[src/rtl/pls_pkg.sv]
package pls_pkg;
    typedef enum logic {
        STEER_MOSAIC = 1'b0,
        STEER_FLAT   = 1'b1
    } steer_mode_e;
endpackage

[src/rtl/pls_sync_fall.sv]
module pls_sync_fall #(
    parameter int STAGES = 2
) (
    input  logic clk,
    input  logic rst,
    input  logic sig_n_i,
    output logic fall_o
);
    typedef struct packed {
        logic [STAGES-1:0] chain;
        logic              prev;
    } sync_st_t;

    sync_st_t st_d, st_q;

    always_comb begin
        st_d = st_q;
        st_d.chain[0] = sig_n_i;
        for (int i = 1; i < STAGES; i++) begin
            st_d.chain[i] = st_q.chain[i-1];
        end
        st_d.prev = st_q.chain[STAGES-1];
    end

    always_ff @(posedge clk) begin
        if (rst) begin
            st_q <= '{chain: '1, prev: 1'b1};
        end else begin
            st_q <= st_d;
        end
    end

    assign fall_o = st_q.prev & ~st_q.chain[STAGES-1];
endmodule

[src/rtl/pls_reset_delay.sv]
module pls_reset_delay #(
    parameter int DELAY = 6
) (
    input  logic clk,
    input  logic rst,
    input  logic fall_i,
    output logic fire_o
);
    localparam int DW = $clog2(DELAY + 1);
    localparam logic [DW-1:0] LAST = DW'(DELAY - 1);

    typedef struct packed {
        logic          pend;
        logic [DW-1:0] cnt;
    } dly_st_t;

    dly_st_t st_d, st_q;
    logic    fire;

    always_comb begin
        st_d = st_q;
        fire = 1'b0;
        if (fall_i) begin
            st_d.pend = 1'b1;
            st_d.cnt  = DW'(1);
        end else if (st_q.pend && st_q.cnt == LAST) begin
            fire      = 1'b1;
            st_d.pend = 1'b0;
            st_d.cnt  = '0;
        end else if (st_q.pend) begin
            st_d.cnt = st_q.cnt + 1'b1;
        end
    end

    always_ff @(posedge clk) begin
        if (rst) begin
            st_q <= '0;
        end else begin
            st_q <= st_d;
        end
    end

    assign fire_o = fire;


    restart_no_fire_chk: assert property (@(posedge clk) disable iff (rst)
        fire_o |-> !$past(fall_i));


    fire_needs_pending_chk: assert property (@(posedge clk) disable iff (rst)
        $past(fall_i) |-> st_q.pend);
endmodule

[src/rtl/pls_pixel_counter.sv]
module pls_pixel_counter #(
    parameter int CNT_W = 12
) (
    input  logic             clk,
    input  logic             rst,
    input  logic             fire_i,
    output logic [CNT_W-1:0] count_o
);
    localparam logic [CNT_W-1:0] CNT_MAX = '1;

    typedef struct packed {
        logic [CNT_W-1:0] count;
    } cnt_st_t;

    cnt_st_t st_d, st_q;

    always_comb begin
        st_d = st_q;
        if (fire_i) begin
            st_d.count = '0;
        end else if (st_q.count != CNT_MAX) begin
            st_d.count = st_q.count + 1'b1;
        end
    end

    always_ff @(posedge clk) begin
        if (rst) begin
            st_q <= '0;
        end else begin
            st_q <= st_d;
        end
    end

    assign count_o = st_q.count;
endmodule

[src/rtl/pls_gain_steer.sv]
module pls_gain_steer
    import pls_pkg::*;
(
    input  logic        clk,
    input  logic        rst,
    input  logic        hd_fall_i,
    input  logic        vd_fall_i,
    input  logic        fire_i,
    input  steer_mode_e mode_i,
    output logic [1:0]  gain_o
);
    typedef struct packed {
        logic       vdf;
        logic       qual;
        logic       pair;
        logic       phase;
        logic [1:0] gain;
    } steer_st_t;

    steer_st_t st_d, st_q;

    always_comb begin
        st_d     = st_q;
        st_d.vdf = vd_fall_i;
        if (hd_fall_i) begin
            st_d.qual = st_q.vdf;
        end
        if (fire_i) begin
            st_d.pair  = st_q.qual ? 1'b0 : ~st_q.pair;
            st_d.phase = 1'b0;
        end else begin
            st_d.phase = ~st_q.phase;
        end
        st_d.gain = (mode_i == STEER_FLAT) ? 2'b00 : {st_d.pair, st_d.phase};
    end

    always_ff @(posedge clk) begin
        if (rst) begin
            st_q <= '0;
        end else begin
            st_q <= st_d;
        end
    end

    assign gain_o = st_q.gain;


    pair_anchor_chk: assert property (@(posedge clk) disable iff (rst)
        ($past(fire_i) && $past(st_q.qual) && $past(mode_i) == STEER_MOSAIC)
        |-> gain_o == 2'b00);
endmodule

[src/rtl/pixel_line_sync.sv]
module pixel_line_sync
    import pls_pkg::*;
#(
    parameter int CNT_W       = 12,
    parameter int SYNC_STAGES = 2,
    parameter int RESET_DELAY = 6
) (
    input  logic             clk,
    input  logic             rst,
    input  logic             hd_n,
    input  logic             vd_n,
    input  logic             mode,
    output logic [CNT_W-1:0] pix_count,
    output logic [1:0]       gain_sel
);
    localparam logic [CNT_W-1:0] CNT_MAX = '1;

    logic        hd_fall;
    logic        vd_fall;
    logic        fire;
    steer_mode_e steer_mode;

    assign steer_mode = steer_mode_e'(mode);

    pls_sync_fall #(.STAGES(SYNC_STAGES)) u_hd_sync (
        .clk(clk), .rst(rst), .sig_n_i(hd_n), .fall_o(hd_fall)
    );

    pls_sync_fall #(.STAGES(SYNC_STAGES)) u_vd_sync (
        .clk(clk), .rst(rst), .sig_n_i(vd_n), .fall_o(vd_fall)
    );

    pls_reset_delay #(.DELAY(RESET_DELAY)) u_delay (
        .clk(clk), .rst(rst), .fall_i(hd_fall), .fire_o(fire)
    );

    pls_pixel_counter #(.CNT_W(CNT_W)) u_count (
        .clk(clk), .rst(rst), .fire_i(fire), .count_o(pix_count)
    );

    pls_gain_steer u_steer (
        .clk(clk), .rst(rst), .hd_fall_i(hd_fall), .vd_fall_i(vd_fall),
        .fire_i(fire), .mode_i(steer_mode), .gain_o(gain_sel)
    );

    logic [1:0] alive_q;
    always_ff @(posedge clk) begin
        if (rst) begin
            alive_q <= '0;
        end else if (alive_q != 2'd3) begin
            alive_q <= alive_q + 1'b1;
        end
    end


    reset_zero_chk: assert property (@(posedge clk)
        $past(rst) |-> (pix_count == '0 && gain_sel == 2'b00));


    cnt_zero_after_fire_chk: assert property (@(posedge clk) disable iff (rst)
        $past(fire) |-> pix_count == '0);


    cnt_step_chk: assert property (@(posedge clk) disable iff (rst)
        (alive_q != 2'd0 && !$past(fire) && $past(pix_count) != CNT_MAX)
        |-> pix_count == $past(pix_count) + 1'b1);


    cnt_hold_chk: assert property (@(posedge clk) disable iff (rst)
        (alive_q != 2'd0 && !$past(fire) && $past(pix_count) == CNT_MAX)
        |-> pix_count == CNT_MAX);


    flat_mode_chk: assert property (@(posedge clk) disable iff (rst)
        (alive_q != 2'd0 && $past(mode)) |-> gain_sel == 2'b00);


    mosaic_alt_chk: assert property (@(posedge clk) disable iff (rst)
        (alive_q == 2'd3 && !$past(mode) && !$past(mode, 2) && !$past(fire))
        |-> (gain_sel[1] == $past(gain_sel[1]) && gain_sel[0] != $past(gain_sel[0])));
endmodule

[config.mk]
export PLATFORM = sky130hd
export DESIGN_NAME = pixel_line_sync
export DESIGN_NICKNAME = d
export VERILOG_FILES = /design/src/rtl/pls_pkg.sv /design/src/rtl/pls_sync_fall.sv /design/src/rtl/pls_reset_delay.sv /design/src/rtl/pls_pixel_counter.sv /design/src/rtl/pls_gain_steer.sv /design/src/rtl/pixel_line_sync.sv
export SDC_FILE = /design/constraint.sdc
export NUM_CORES = 1
export LEC_CHECK = 0
export BUFFER_PORTS_ARGS = -buffer_cell sky130_fd_sc_hd__buf_4
export CAP_MARGIN = 30
export CORE_AREA = 5 5 59 61
export CTS_BUF_LIST = sky130_fd_sc_hd__clkbuf_2
export CTS_CLUSTER_DIAMETER = 40
export DETAILED_ROUTE_END_ITERATION = 16
export DIE_AREA = 0 0 64 66
export HOLD_SLACK_MARGIN = 0.03
export PLACE_DENSITY = 0.66
export SETUP_SLACK_MARGIN = 0.15
export SLEW_MARGIN = 30
export SYNTH_ARGS = -nofsm -noshare
export SYNTH_HDL_FRONTEND = slang
export SYNTH_SLANG_ARGS = --single-unit
[constraint.sdc]
create_clock -name clk -period 1.5 [get_ports clk]
set_input_delay 0.15 -clock clk [delete_from_list [all_inputs] [get_ports clk]]
set_output_delay 0.15 -clock clk [all_outputs]
set_load 0.02 [all_outputs]
# Word level (Yosys, flattened, before mapping)
# Cells that the tools add are included.
word_totals:
  register_bits: 28
  output_inout_bits: 14
  wordCells: 38
op_classes:
  addsub: 2
  n_eq_ne: 2
  n_mux: 9
  bitwise: 6
  reduce_logical: 6
ops:
  columns: ["operator", "n"]
  rows:
  - ["$add A12 B1 Y12 const B", 1]
  - ["$ne A12 B12 Y1 const B", 1]
  - ["$mux W1", 6]
  - ["$mux W3", 2]
  - ["$mux W4", 1]
  - ["$not A1 Y1", 4]
  - ["$reduce_or A2 Y1", 2]
  - ["$add A3 B1 Y3 const B", 1]
  - ["$eq A3 B3 Y1 const B", 1]
  - ["$reduce_bool A3 Y1", 1]
  - ["$reduce_or A3 Y1", 1]
  - ["$and A1 B1 Y1", 2]
  - ["$reduce_bool A2 Y1", 1]
  - ["$logic_and A1 B1 Y1", 1]

# Longest topological paths before layout
depth:
  depth_word: 5
  ltp_mapped: 6
  depth_no_buf: 6

# Hierarchy
# From an unflattened synthesis, not the netlist that was laid out.
hier_totals:
  hier_cells: 118
  area_unflattened_um2: 1149.9
modules_own_cells:
  columns: ["mod", "n_inst", "cells_each", "area_per_inst_um2", "seq_area_each_um2"]
  rows:
  - ["pls_pixel_counter", 1, 65, 574.3, 240.2]
  - ["pls_reset_delay", 1, 22, 206.4, 80.1]
  - ["pls_gain_steer", 1, 17, 198.9, 120.1]
  - ["pls_sync_fall", 2, 7, 85.1, 60.1]

# Worst setup path after synthesis
# OpenSTA, ideal clock, no wires.
synth_path:
  kind: "register to register"
  from: "register u_count.st_q (netlist bit u_count.count_o[0])"
  to: "register u_count.st_q (netlist bit u_count.count_o[5])"
  setup_time_ns: 0.060
  t_arrival_ns: 1.583
  t_required_ns: 1.440
  path_slack_ns: -0.143
  stages_incl_launch_ff: 7
  path_buffers: 1
  cell_sequence: "dfxtp_1 -> ha_1 -> and3_1 -> buf_2 -> nand4_4 -> a311oi_1 -> a41o_1"
synth_between:
  elab_chain_len: 1
synth_rtl:
  columns: ["element", "line_no", "rtl"]
  rows:
  - ["start, declared", "pls_pixel_counter.sv:15", "cnt_st_t st_d, st_q;"]
  - ["start signal, assigned", "pls_pixel_counter.sv:30", "st_q <= st_d;"]
  - ["$add A12 B1 Y12 / $ne A12 B12 Y1 (equally long branches)", "pls_pixel_counter.sv:22, pls_pixel_counter.sv:21", null]
# Several ways; a longest one is shown, not always the timed one.
# A chain may end at the register's enable or synchronous reset.

# Worst setup path after layout
layout_path:
  from: "register u_delay.st_q[1] in the netlist's numbering"
  to: "register u_steer.st_q (netlist bit u_steer.gain_o[1])"
layout_between:
  elab_chain_len: 5
layout_rtl:
  columns: ["element", "line_no", "rtl"]
  rows:
  - ["start, declared", "pls_reset_delay.sv:17", "dly_st_t st_d, st_q;"]
  - ["start signal, assigned", "pls_reset_delay.sv:39", "st_q <= st_d;"]
  - ["$eq A3 B3 Y1", "pls_reset_delay.sv:26", "end else if (st_q.pend && st_q.cnt == LAST) begin"]
  - ["$logic_and A1 B1 Y1", "pls_reset_delay.sv:26", null]
  - ["$mux W1", "pls_reset_delay.sv:26", null]
  - ["$mux W1", "pls_reset_delay.sv:23", "if (fall_i) begin"]
  - ["$mux W1", "pls_gain_steer.sv:28", "if (fire_i) begin"]
  - ["end signal, assigned", "pls_gain_steer.sv:41", "st_q <= st_d;"]
  - ["end, declared", "pls_gain_steer.sv:20", "steer_st_t st_d, st_q;"]
# Every way passes these cells.

==> out/metrics.cfg <==
[synth]
synth-seq-cells=28
ys_types=36
yosys.cell_count.top_type=dfxtp_1
synthTopCellsByArea=dfxtp_1 50%, a21oi_1 4.0%, nor2_1 4.0%
synth_warnings=0
synthTopCellsByCount=28 x dfxtp_1, 12 x nor2_1, 9 x a21oi_1
synthArstFlopShare_pct=0
synth_top_area_cell=dfxtp_1
ys_seq_area_share_pct=49.9
netlist_area_um2=1120
syn_avg_cell_area_um2=9.69
synth-edff-count=0
synth_top_area_share_pct=49.9
syn_inst=116
syn-num-nets=124
ys_dominant_reg_cell=dfxtp_1

[finish]
diodes=0
nFillCells=267
area_growth_pct=41.3
drive_gt1_share_pct=44.4
final_nets=162
fin_cells=186

[clock_network]
clock-sinks=28
numCtsBuffers=3
tritoncts=built
clk_pin_slew_worst_paths_ns=0.26
clockBufferDepth=2
htree_levels=1
clk_latency_ns=0.36
cts_root_buf=clkbuf_2

[floorplanning]
io_pins=19
coreArea_um2=2930
dieHeight_um=66
rows=20
start_util_pct=38.4
die_w_um=64
die_area_um2=4220

[placed_design]
dp_hpwl_um=1480
post-place-ws_ns=0.0737
place_congestion=0.763
io_buffers=18
dp.cells=167

[worst_setup_path]
cp_max_fo=3
max_stage_delay_ns=0.42
path_buf_inv=1
crit_family=simple AND/OR/NAND/NOR gates
cpMaxStageDelayCell=or4_1
cp-start-kind=register
cp.arrival_ns=1.70
reg2reg_from=u_delay.st_q[1]$_SDFFE_PP0P_
cp_cell_sequence=inv_2 > ha_4 > nand3_4 > or4_1 > a21oi_2 > and2b_1
required_ns=1.84
reg2reg_to=u_steer.gain_o[1]$_SDFF_PP0_
end_kind=register
worstSetupPathType=reg -> reg
r2r_slack_ns=0.13
worst-r2r-cell-count=6

[detailed_routing]
wl_per_cell_um=12.4
drt_iter0_markers=19
ant_nets=0
drt_pass1_iterations=4
post-route-drc-count=0
totalWireLength_um=2310
avgViaCountPerCell=5.04
dr_total_vias=938

[timing]
finClkSkew_ns=0.00360
period_share_pct=91.2
final.setup.tns_ns=0
tightest_slew_ns=0.264
hold_violations=0
rsz0062_at_grt=true
layout_setup_ws_ns=0.131
relSlewSlack_pct=82.3
drv_slew=0
fmax_mhz=731
period_minus_slack_ns=1.37
setup_viol=0

[grt]
grt_pass1_vias=870
grt_pass1_wl_um=3940
overflow=0
grt_max_degree=17
antenna_found_initial=0
grt_usage_pct=11.8

[outcome]
status=completed

[hold_path]
hold_class=reg -> reg
hold_path.startpoint=u_vd_sync.st_q[0]$_SDFF_PP1_
holdPathEnd=u_steer.st_q[5]$_SDFF_PP0_
min_path_cells=2

[job]
maxCapViolCount=0

[pwr]
leakage_nw=0.680
power.density_nw_per_um2=857
peakVddDrop_mv=0.650
power_w=0.00136

## power breakdown
part           leakage [nW]  switching (W)  internal [W]  total (W)
clock network        0.0266       0.000221      0.000229   0.000451
logic                 0.420      0.0000571     0.0000679   0.000125
registers             0.234      0.0000163      0.000768   0.000785
## how the worst max path moves through the flow
| stage | to | from | slack [ns] | cells after the start |
|---|---|---|---|---|
| finish | u_steer.gain_o[1]$_SDFF_PP0_ | u_delay.st_q[1]$_SDFFE_PP0P_ | 0.13 | 6 |
| global route | u_count.count_o[10]$_SDFFE_PP0P_ | u_count.count_o[2]$_SDFFE_PP0P_ | 0.07 | 5 |
| CTS | u_count.count_o[5]$_SDFFE_PP0P_ | u_count.count_o[0]$_SDFFE_PP0P_ | 0.10 | 5 |
| detailed placement | u_steer.gain_o[1]$_SDFF_PP0_ | u_delay.st_q[0]$_SDFFE_PP0P_ | 0.07 | 5 |
| global placement | u_steer.gain_o[1]$_SDFF_PP0_ | u_delay.st_q[0]$_SDFFE_PP0P_ | 0.11 | 5 |
| floorplan | u_count.count_o[5]$_SDFFE_PP0P_ | u_count.count_o[1]$_SDFFE_PP0P_ | 0.07 | 6 |
## layout by cell type, fill, tap and decap left out, types with 2 or more instances in the layout
master	netlist	final
a21oi_1	9	9
and3_1	3	2
buf_4	3	33
buf_6	0	3
clkbuf_2	0	3
dfxtp_1	28	17
dfxtp_2	0	9
dfxtp_4	0	2
dlygate4sd3_1	0	4
ha_4	0	2
inv_1	5	4
mux2i_1	2	2
nand2_1	2	2
nand3_1	5	4
nand4_1	3	3
nor2_1	12	12
nor3_1	5	3
nor3_2	1	3
or2_1	6	6
xnor2_1	2	2
xor2_1	4	4
## metrics by stage
step	hold slack, ns	cell area, um2	utilization, %
2_1_floorplan	0.217	1160	-
3_3_place_gp	0.328	1340	45.7
3_5_place_dp	0.330	1340	45.7
4_1_cts	0.434	1520	51.8
5_1_grt	0.441	1590	54.2
6_report	0.430	1590	54.2
## worst min-delay path: cells and delay by family, from the launching register on
family        cells  cell delay, ns
buf+inv           1            0.04
flops             1            0.36
simple gates      1            0.03
## layout make-up
| type | count | area [um2] | share of cell area (%) |
|---|---|---|---|
| clock buffers | 3 | 15.0 | 0.946 |
| inverters | 5 | 18.8 | 1.18 |
| flip-flops and latches | 28 | 579 | 36.5 |
| multi-input cells | 76 | 582 | 36.6 |
| well taps | 33 | 41.3 | 2.60 |
| repair buffers | 40 | 322 | 20.3 |
| clock inverters | 1 | 30.0 | 1.89 |
## flip-flops by register name, indices dropped and copies added, names as in the netlist
name / cells
u_count.count_o: 12
u_delay.st_q: 4
u_hd_sync.st_d: 2
u_hd_sync.st_q: 1
u_steer.gain_o: 2
u_steer.st_q: 4
u_vd_sync.st_d: 2
u_vd_sync.st_q: 1
## logic make-up after synthesis
kind of cell | share of synthesized area [%]
DFF | 49.9
AOI/OAI and AO/OA | 10.1
muxes | 1.78
adders and majority gates | 3.34
xor gates and xnor gates | 4.68
and+or+nand+nor | 24.8
buffers and inverters | 5.34
## routing by layer
metal / routed length (um) / track usage (%) / part of all wire, %
met1: 961 / 13.8 / 42
met2: 1260 / 20.6 / 54
met3: 74 / 2.21 / 3.2
met4: 19 / 5.45 / 0.82
met5: 0 / 0 / 0
## what timing repair did
item                                    4_1_cts  5_1_grt
hold buffers                                  4        0
pin swaps                                     0        2
endpoints found under the hold margin        10        0
endpoints found under the setup margin       14       14
buffers inserted                              6        5
resized for setup                            14       10
(Power assumes the default switching activity.)
